==> src/rtl/cs_pkg.sv <==
// Package cs_pkg: shared constants and the decoded configuration type for
// the convert-start delay block. Assumes an 8-bit control register whose
// enable bit sits at the top and whose delay code sits in the low bits.
package cs_pkg;
    localparam int CS_REG_W  = 8;
    localparam int CS_CODE_W = 4;
    localparam int CS_EN_BIT = 7;

    typedef struct packed {
        logic                 en;
        logic [CS_CODE_W-1:0] code;
    } cs_cfg_t;
endpackage

==> src/rtl/cs_ctrl_reg.sv <==
// Module cs_ctrl_reg: holds the enable bit and the delay code. Reserved
// bits are not stored, so they read back as zero. Assumes single-cycle
// write strobes synchronous to clk.
module cs_ctrl_reg
    import cs_pkg::*;
(
    input  logic                clk,
    input  logic                rst_n,
    input  logic                wr_en,
    input  logic [CS_REG_W-1:0] wr_data,
    output cs_cfg_t             cfg,
    output logic [CS_REG_W-1:0] rd_data
);
    // Capture the enable bit and delay code on a write; both clear on reset.
    always_ff @(posedge clk) begin
        if (!rst_n) begin
            cfg <= '0;
        end else if (wr_en) begin
            cfg.en   <= wr_data[CS_EN_BIT];
            cfg.code <= wr_data[CS_CODE_W-1:0];
        end
    end

    // Rebuild the read value, with the reserved bits forced to zero.
    always_comb begin
        rd_data                  = '0;
        rd_data[CS_EN_BIT]       = cfg.en;
        rd_data[CS_CODE_W-1:0]   = cfg.code;
    end
endmodule

==> src/rtl/cs_edge_det.sv <==
// Module cs_edge_det: finds the low-to-high transition of the low-side
// signal. It tracks the previous sample at all times, so a transition that
// happened while the block was disabled is not held over. Assumes sig is
// already synchronous to clk.
module cs_edge_det (
    input  logic clk,
    input  logic rst_n,
    input  logic sig,
    output logic rise
);
    logic prev_q;

    // Keep the previous sample; reset treats the signal as low.
    always_ff @(posedge clk) begin
        if (!rst_n) prev_q <= 1'b0;
        else        prev_q <= sig;
    end

    // A rise is the current sample high while the previous one was low.
    always_comb rise = sig & ~prev_q;
endmodule

==> src/rtl/cs_delay_timer.sv <==
// Module cs_delay_timer: loads STEP*(code+1) on a rise and counts down
// while the low side stays high. It emits one registered pulse when the
// count expires. A low sample, or the block being disabled, abandons the
// count. The code is used only at load time.
module cs_delay_timer #(
    parameter int CODE_W = 4,
    parameter int STEP   = 4
) (
    input  logic              clk,
    input  logic              rst_n,
    input  logic              en,
    input  logic [CODE_W-1:0] code,
    input  logic              rise,
    input  logic              level,
    output logic              fire
);
    localparam int MAX_DELAY = STEP << CODE_W;
    localparam int CNT_W     = $clog2(MAX_DELAY + 1);

    logic [CNT_W-1:0] remain_q;
    logic             active_q;
    logic [CNT_W-1:0] load_val;

    // Turn the delay code into a clock count.
    always_comb load_val = CNT_W'((int'(code) + 1) * STEP);

    // Run the countdown and issue the one-clock fire pulse.
    always_ff @(posedge clk) begin
        if (!rst_n) begin
            remain_q <= '0;
            active_q <= 1'b0;
            fire     <= 1'b0;
        end else begin
            fire <= 1'b0;
            if (!en) begin
                remain_q <= '0;
                active_q <= 1'b0;
            end else if (rise) begin
                remain_q <= load_val;
                active_q <= 1'b1;
            end else if (active_q) begin
                if (!level) begin
                    remain_q <= '0;
                    active_q <= 1'b0;
                end else if (remain_q == CNT_W'(1)) begin
                    fire     <= 1'b1;
                    remain_q <= '0;
                    active_q <= 1'b0;
                end else begin
                    remain_q <= remain_q - CNT_W'(1);
                end
            end
        end
    end
endmodule

==> src/rtl/pwm_cnvst_delay.sv <==
// Module pwm_cnvst_delay: top of the PWM-timed ADC convert-start block.
// It connects the control register, the low-side edge detector and the
// delay timer, and registers the pulse once more for the ADC side.
// Assumes lowside_i is synchronous to clk.
module pwm_cnvst_delay
    import cs_pkg::*;
#(
    parameter int STEP = 4
) (
    input  logic                clk,
    input  logic                rst_n,
    input  logic                lowside_i,
    input  logic                reg_wr_en,
    input  logic [CS_REG_W-1:0] reg_wr_data,
    output logic [CS_REG_W-1:0] reg_rd_data,
    output logic                cnvst_o,
    output logic                cnvst_adc_o
);
    cs_cfg_t cfg;
    logic    ls_rise;

    cs_ctrl_reg u_ctrl (
        .clk     (clk),
        .rst_n   (rst_n),
        .wr_en   (reg_wr_en),
        .wr_data (reg_wr_data),
        .cfg     (cfg),
        .rd_data (reg_rd_data)
    );

    cs_edge_det u_edge (
        .clk   (clk),
        .rst_n (rst_n),
        .sig   (lowside_i),
        .rise  (ls_rise)
    );

    cs_delay_timer #(
        .CODE_W (CS_CODE_W),
        .STEP   (STEP)
    ) u_timer (
        .clk   (clk),
        .rst_n (rst_n),
        .en    (cfg.en),
        .code  (cfg.code),
        .rise  (ls_rise),
        .level (lowside_i),
        .fire  (cnvst_o)
    );

    // Add the one clock needed to hand the start over to the ADC logic.
    always_ff @(posedge clk) begin
        if (!rst_n) cnvst_adc_o <= 1'b0;
        else        cnvst_adc_o <= cnvst_o;
    end
endmodule

==> config.mk <==
export PLATFORM = sky130hd
export DESIGN_NAME = pwm_cnvst_delay
export DESIGN_NICKNAME = d
export VERILOG_FILES = /design/src/rtl/cs_pkg.sv /design/src/rtl/cs_ctrl_reg.sv /design/src/rtl/cs_edge_det.sv /design/src/rtl/cs_delay_timer.sv /design/src/rtl/pwm_cnvst_delay.sv
export SDC_FILE = /design/constraint.sdc
export NUM_CORES = 1
export LEC_CHECK = 0
export BUFFER_PORTS_ARGS = -buffer_cell sky130_fd_sc_hd__buf_2
export CAP_MARGIN = 20
export CORE_UTILIZATION = 54
export CTS_CLUSTER_SIZE = 25
export DETAILED_ROUTE_END_ITERATION = 7
export GPL_TIMING_DRIVEN = 0
export PLACE_DENSITY = 0.84
export SKIP_CTS_REPAIR_TIMING = 1
export SLEW_MARGIN = 5
export SYNTH_ARGS = -nofsm -noshare
export SYNTH_HDL_FRONTEND = slang
export SYNTH_SLANG_ARGS = --single-unit
==> constraint.sdc <==
create_clock -name clk -period 2 [get_ports clk]
set_input_delay 0.2 -clock clk [delete_from_list [all_inputs] [get_ports clk]]
set_output_delay 0.2 -clock clk [all_outputs]
set_load 0.02 [all_outputs]
# [Yosys cells after proc, flatten, opt, wreduce, memory -nomap -nowiden]
# Cells that the tools add are included.
[op_classes] shifts=0 n_reduce_logical=4 n_mux=9 n_eq_ne=1 div=0 n_mul=0 bitwise_logic=6 add_sub_neg=2 order_cmp=0
[ops] operator="two-way mux 7 bit" count=4
[ops] operator="== test 7 x 1 -> 1 bit (second input constant)" count=1
[ops] operator="subtractor 7 x 1 -> 7 bit (second input constant)" count=1
[ops] operator="adder 4 x 1 -> 5 bit (second input constant)" count=1
[ops] operator="two-way mux 1 bit" count=5
[ops] operator="NOT 1 bit" count=5
[ops] operator="OR reduction 5 bit" count=1
[ops] operator="OR reduction 3 bit" count=1
[ops] operator="AND reduction 2 bit" count=1
[ops] operator="nonzero test 2 bit" count=1
[ops] operator="AND 1 bit" count=1
[totals] mem_bits_ro=0 out_inout_bits=10 memories=0 ram_bits=0 latchBits=0 in_bits=12 reg_bits=16 wordCells=30

# [Logic depth before layout (Yosys ltp)]
[logic_depth] word_depth=5 ltp_mapped=6 mapped_depth_nobuf=6

# [Hierarchy]
# A second synthesis with hierarchy kept.
[unflattened] hier_cells=98 hier_area_um2=907.1
[by_module_without_submodules] mod="cs_delay_timer" n_inst=1 seq_area_each_um2=180.2 cells_each=68 area_per_inst_um2=584.3
[by_module_without_submodules] mod="cs_ctrl_reg" n_inst=1 seq_area_each_um2=100.1 cells_each=25 area_per_inst_um2=256.5
[by_module_without_submodules] mod="cs_edge_det" n_inst=1 seq_area_each_um2=20.0 cells_each=3 area_per_inst_um2=40.0
[by_module_without_submodules] mod="pwm_cnvst_delay" n_inst=1 seq_area_each_um2=20.0 cells_each=2 area_per_inst_um2=26.3

# [Worst setup path before layout]
# Ideal clock, no wire load.
[synth_timing] path_type="register -> register" from="register u_timer.remain_q[1]" to="register u_timer.remain_q[5]" n_path_buf=0 setup_ns=0.071 required_ns=1.929 arrival_time_ns=1.231 period_less_slack_ns=1.302 setup_slack_ns=0.698 stages_incl_launch_ff=7 path_cell_list="dfxtp_1 -> inv_1 -> ha_1 -> and2b_1 -> a221oi_1 -> o21ai_1 -> a21oi_1"
[synth_between] elab_chain_len=5 elab_cells_between_ends=6 cone_classes="add/sub: 1; eq/ne: 1; mux: 4"
[synth_lines] item="start: declaration" line_no="cs_delay_timer.sv:20" rtl="logic [CNT_W-1:0] remain_q;"
[synth_lines] item="start signal: assignment" line_no="cs_delay_timer.sv:39" rtl="remain_q <= load_val;"
[synth_lines] item="start signal: assignment" line_no="cs_delay_timer.sv:50" rtl="remain_q <= remain_q - CNT_W'(1);"
[synth_lines] item="subtractor 7 x 1 -> 7 bit / == test 7 x 1 -> 1 bit (equally long branches)" line_no="cs_delay_timer.sv:50, cs_delay_timer.sv:45"
[synth_lines] item="two-way mux 7 bit (*)" line_no="cs_delay_timer.sv:45" rtl="end else if (remain_q == CNT_W'(1)) begin"
[synth_lines] item="two-way mux 7 bit (*)" line_no="cs_delay_timer.sv:42" rtl="if (!level) begin"
[synth_lines] item="two-way mux 7 bit (*)" line_no="cs_delay_timer.sv:41" rtl="end else if (active_q) begin"
[synth_lines] item="two-way mux 7 bit (*)" line_no="cs_delay_timer.sv:38" rtl="end else if (rise) begin"
# Mark *: on every way between the ends. The rest lies on a longest branch, timed or not. The select of a mux whose other input is x is not followed.
# A chain may end at the register's enable or synchronous reset.

# [Worst setup path in the final report]
[layout_timing] from="register u_timer.remain_q[0]" to="register u_timer.remain_q[4]"
# Same word-level chain as after synthesis.

==> impl_metrics.py <==
metrics = {
    "run_status": {
        "status": "finished, final reports clean",
    },
    "cts": {
        "cts.sinks": 16,
        "cts_buffers": 3,
        "cts_htree_levels": 1,
        "cts_root_buf": "clkbuf_4",
        "clk_latency_ns": 0.28,
        "cts_tree": "yes",
        "cts_buffer_depth": 2,
        "clkTransAtPathRegs_ns": 0.10,
    },
    "critical_path": {
        "slowest_delay_ns": 0.37,
        "worstSetupPathType": "reg2reg",
        "worstPathArrival_ns": 1.71,
        "endpoint_kind": "flop",
        "path_max_fanout": 5,
        "required_ns": 2.20,
        "cpMaxStageDelayCell": "dfxtp_1",
        "critPathTopFamily": "simple AND/OR/NAND/NOR gates",
        "worst_setup_path_start_kind": "flop",
        "cp.buffers_inverters": 1,
        "path_cells": "inv_1 > ha_1 > nor3b_1 > xor2_1 > a21oi_1 > nor4_1",
    },
    "logic_synthesis": {
        "synth.distinct_cells": 36,
        "ys_seq_area_share_pct": 36.8,
        "synth_top_area_cell": "dfxtp_1",
        "synth_top_cell_area_share_pct": 36.8,
        "syn_area_um2": 871,
        "synthCells": 98,
        "syn_avg_cell_area_um2": 8.89,
        "ys_ff_latch": 16,
        "ys_warn_count": 0,
        "yosys-top-cells-area": "dfxtp_1 (37%), mux2i_1 (5.7%), nor2b_1 (5.0%)",
    },
    "route": {
        "first_pass_iters": 4,
        "drt_wl_total_um": 1720,
        "via_per_inst": 5.59,
        "wl_per_cell_um": 12.9,
        "ant_nets": 0,
        "drtIter0Drc": 17,
        "drc": 0,
        "vias": 743,
    },
    "power_and_ir_drop": {
        "p_int_uw": 473,
        "power.density_nw_per_um2": 629,
        "comb_power_share_pct": 12.8,
        "p_leak_uw": 0.000438,
        "ir_drop_uv": 554,
        "clkPwrFrac_pct": 33.6,
        "swShare_pct": 24.8,
        "switching_power_uw": 156,
        "seq_power_share_pct": 53.6,
    },
    "cells_and_area": {
        "layout-drive-gt1-share_pct": 23.9,
        "num-nets-final": 133,
        "layout_common_cells": "dfxtp_1 (16), buf_2 (14), nor2_1 (8), nor2b_1 (7)",
        "fillers": 131,
        "diodes": 0,
        "synthToLayoutAreaGrowth_pct": 14.8,
        "layout_commonest_cell": "dfxtp_1",
        "instances_no_fill": 133,
    },
    "worst_hold_path": {
        "min_path_type": "in2reg",
    },
    "timing": {
        "finalClockSkew_ns": 0.00628,
        "rsz0062_at_grt": "false",
        "hold_viol_final": 0,
        "slew_violations": 0,
        "hold_ws_ns": 0.176,
        "setup_viol": 0,
        "min_period_over_period_pct": 75.3,
        "setup_tns_ns": 0,
        "timing.fmax_mhz": 664,
        "period_needed_ns": 1.51,
    },
    "global_routing": {
        "grt_pass1_wl_um": 2850,
        "grt_pass1_vias": 665,
        "grt_use_total_pct": 21.1,
        "grt_use_met3_pct": 2.59,
        "met2_usage_pct": 36.3,
        "antenna_found_initial": 0,
        "busiest_layer": "met2",
        "met1_usage_pct": 26.5,
        "gr-total-overflow": 0,
        "grt_max_degree": 11,
    },
    "placement": {
        "dp_cells": 129,
        "hpwl_um": 1290,
        "place_congestion": 0.810,
        "portBuffers": 13,
    },
    "floorplan": {
        "fp.dieW_um": 42.2,
        "coreArea_um2": 1510,
        "pin_count": 22,
        "die_h_um": 42.2,
        "row_count": 14,
        "dieArea_um2": 1780,
        "initial_core_util_pct": 57.8,
    },
    "flow_run": {
        "maxCapViolCount": 0,
    },
}
-- cells by family (layout without fill, tap and decap cells) --
| logic type | count (synthesis) | in the layout | synth area share [%] |
|---|---|---|---|
| XOR/XNOR | 5 | 5 | 5.03 |
| flip-flops | 16 | 16 | 36.8 |
| AND/OR/NAND/NOR | 39 | 39 | 25.6 |
| other | 1 | 3 | 0.431 |
| adder cells (fa/ha/maj) | 3 | 3 | 4.31 |
| buffers and inverters | 12 | 29 | 7.90 |
| AO/OA/AOI/OAI | 17 | 17 | 14.2 |
| multiplexers | 5 | 5 | 5.75 |
-- area by class of cell --
cell class                 count  area, um^2  area share, %
multi-input combinational     72         489           48.9
sequential                    16         320           32.0
timing repair buffer          13        65.1           6.51
buffer                         9        57.6           5.76
clock buffer                   4        36.3           3.63
tap                           16        20.0           2.00
inverter                       3        11.3           1.13
-- Yosys cell counts --
library cell / n
inv_1: 3
clkbuf_1: 3
mux2i_1: 5
buf_4: 4
a21boi_0: 1
xor2_1: 4
a22oi_1: 1
nand2_1: 5
nor2b_1: 7
a21oi_2: 1
o31a_2: 1
a21oi_1: 5
nor2_1: 8
and2b_1: 1
dfxtp_1: 16
nor4_1: 2
o22ai_1: 1
nor3b_1: 3
buf_6: 1
nand4_1: 1
nand2_2: 1
buf_2: 1
a41oi_1: 1
and2_1: 2
nand2b_1: 1
a221oi_1: 1
nor3_1: 4
xnor2_1: 1
nand3_1: 3
ha_1: 3
o22ai_2: 1
nor4_4: 1
o21ai_1: 1
a32oi_1: 1
a211oi_1: 2
conb_1: 1
-- power by group through the flow --
stage	Combinational [uW]	Clock [uW]	Sequential (uW)
2_1_floorplan	53.6	0	349
6_report	80.6	211	337
4_1_cts	80.2	215	337
3_5_place_dp	80.0	0	344
5_1_grt	87.7	225	339
3_3_place_gp	78.6	0	344
-- worst min-delay path: cells and delay by family --
family,cells,cell delay [ns]
mux,1,0.05
buf+inv,1,0.07
simple gates,1,0.09
-- flip-flops by register name, summed over array words and instances (netlist names) --
name	flops
cnvst_adc_o	1
u_timer.fire	1
u_edge.prev_q	1
u_timer.remain_q	7
u_timer.active_q	1
u_ctrl.cfg	5
-- final timing paths --
path                                       to                        startpoint  slack, ns  cells after the start
max          u_timer.remain_q[4]$_SDFFE_PN0P_  u_timer.remain_q[0]$_SDFFE_PP0P_       0.49                      6
min                u_ctrl.cfg[3]$_SDFFE_PN0P_                    reg_wr_data[3]       0.18                      3
max reg2reg  u_timer.remain_q[4]$_SDFFE_PN0P_  u_timer.remain_q[0]$_SDFFE_PP0P_       0.49                      6
min reg2reg            cnvst_adc_o$_SDFF_PN0_           u_timer.fire$_SDFF_PP0_       0.47                      1
-- layer usage --
metal | part of all wire (%) | routed length, um | vias to the layer above
met5 | 0 | 0 | -
met4 | 1.1 | 19 | 0
met3 | 2.6 | 45 | 2
met2 | 49 | 835 | 12
met1 | 47 | 814 | 352
li1 | - | - | 377
-- through the flow --
| stage | power, uW | utilization (%) | cell area, um^2 | setup slack (ns) |
|---|---|---|---|---|
| final | 629 | 66.4 | 1000 | 0.493 |
| after global placement | 423 | 64.0 | 963 | 0.581 |
| after global routing | 652 | 66.4 | 1000 | 0.386 |
| after detailed placement | 425 | 64.0 | 963 | 0.527 |
| after floorplan | 402 | - | 878 | 0.698 |
| after CTS | 632 | 66.4 | 1000 | 0.505 |
Power figures use the tool's default switching activity.
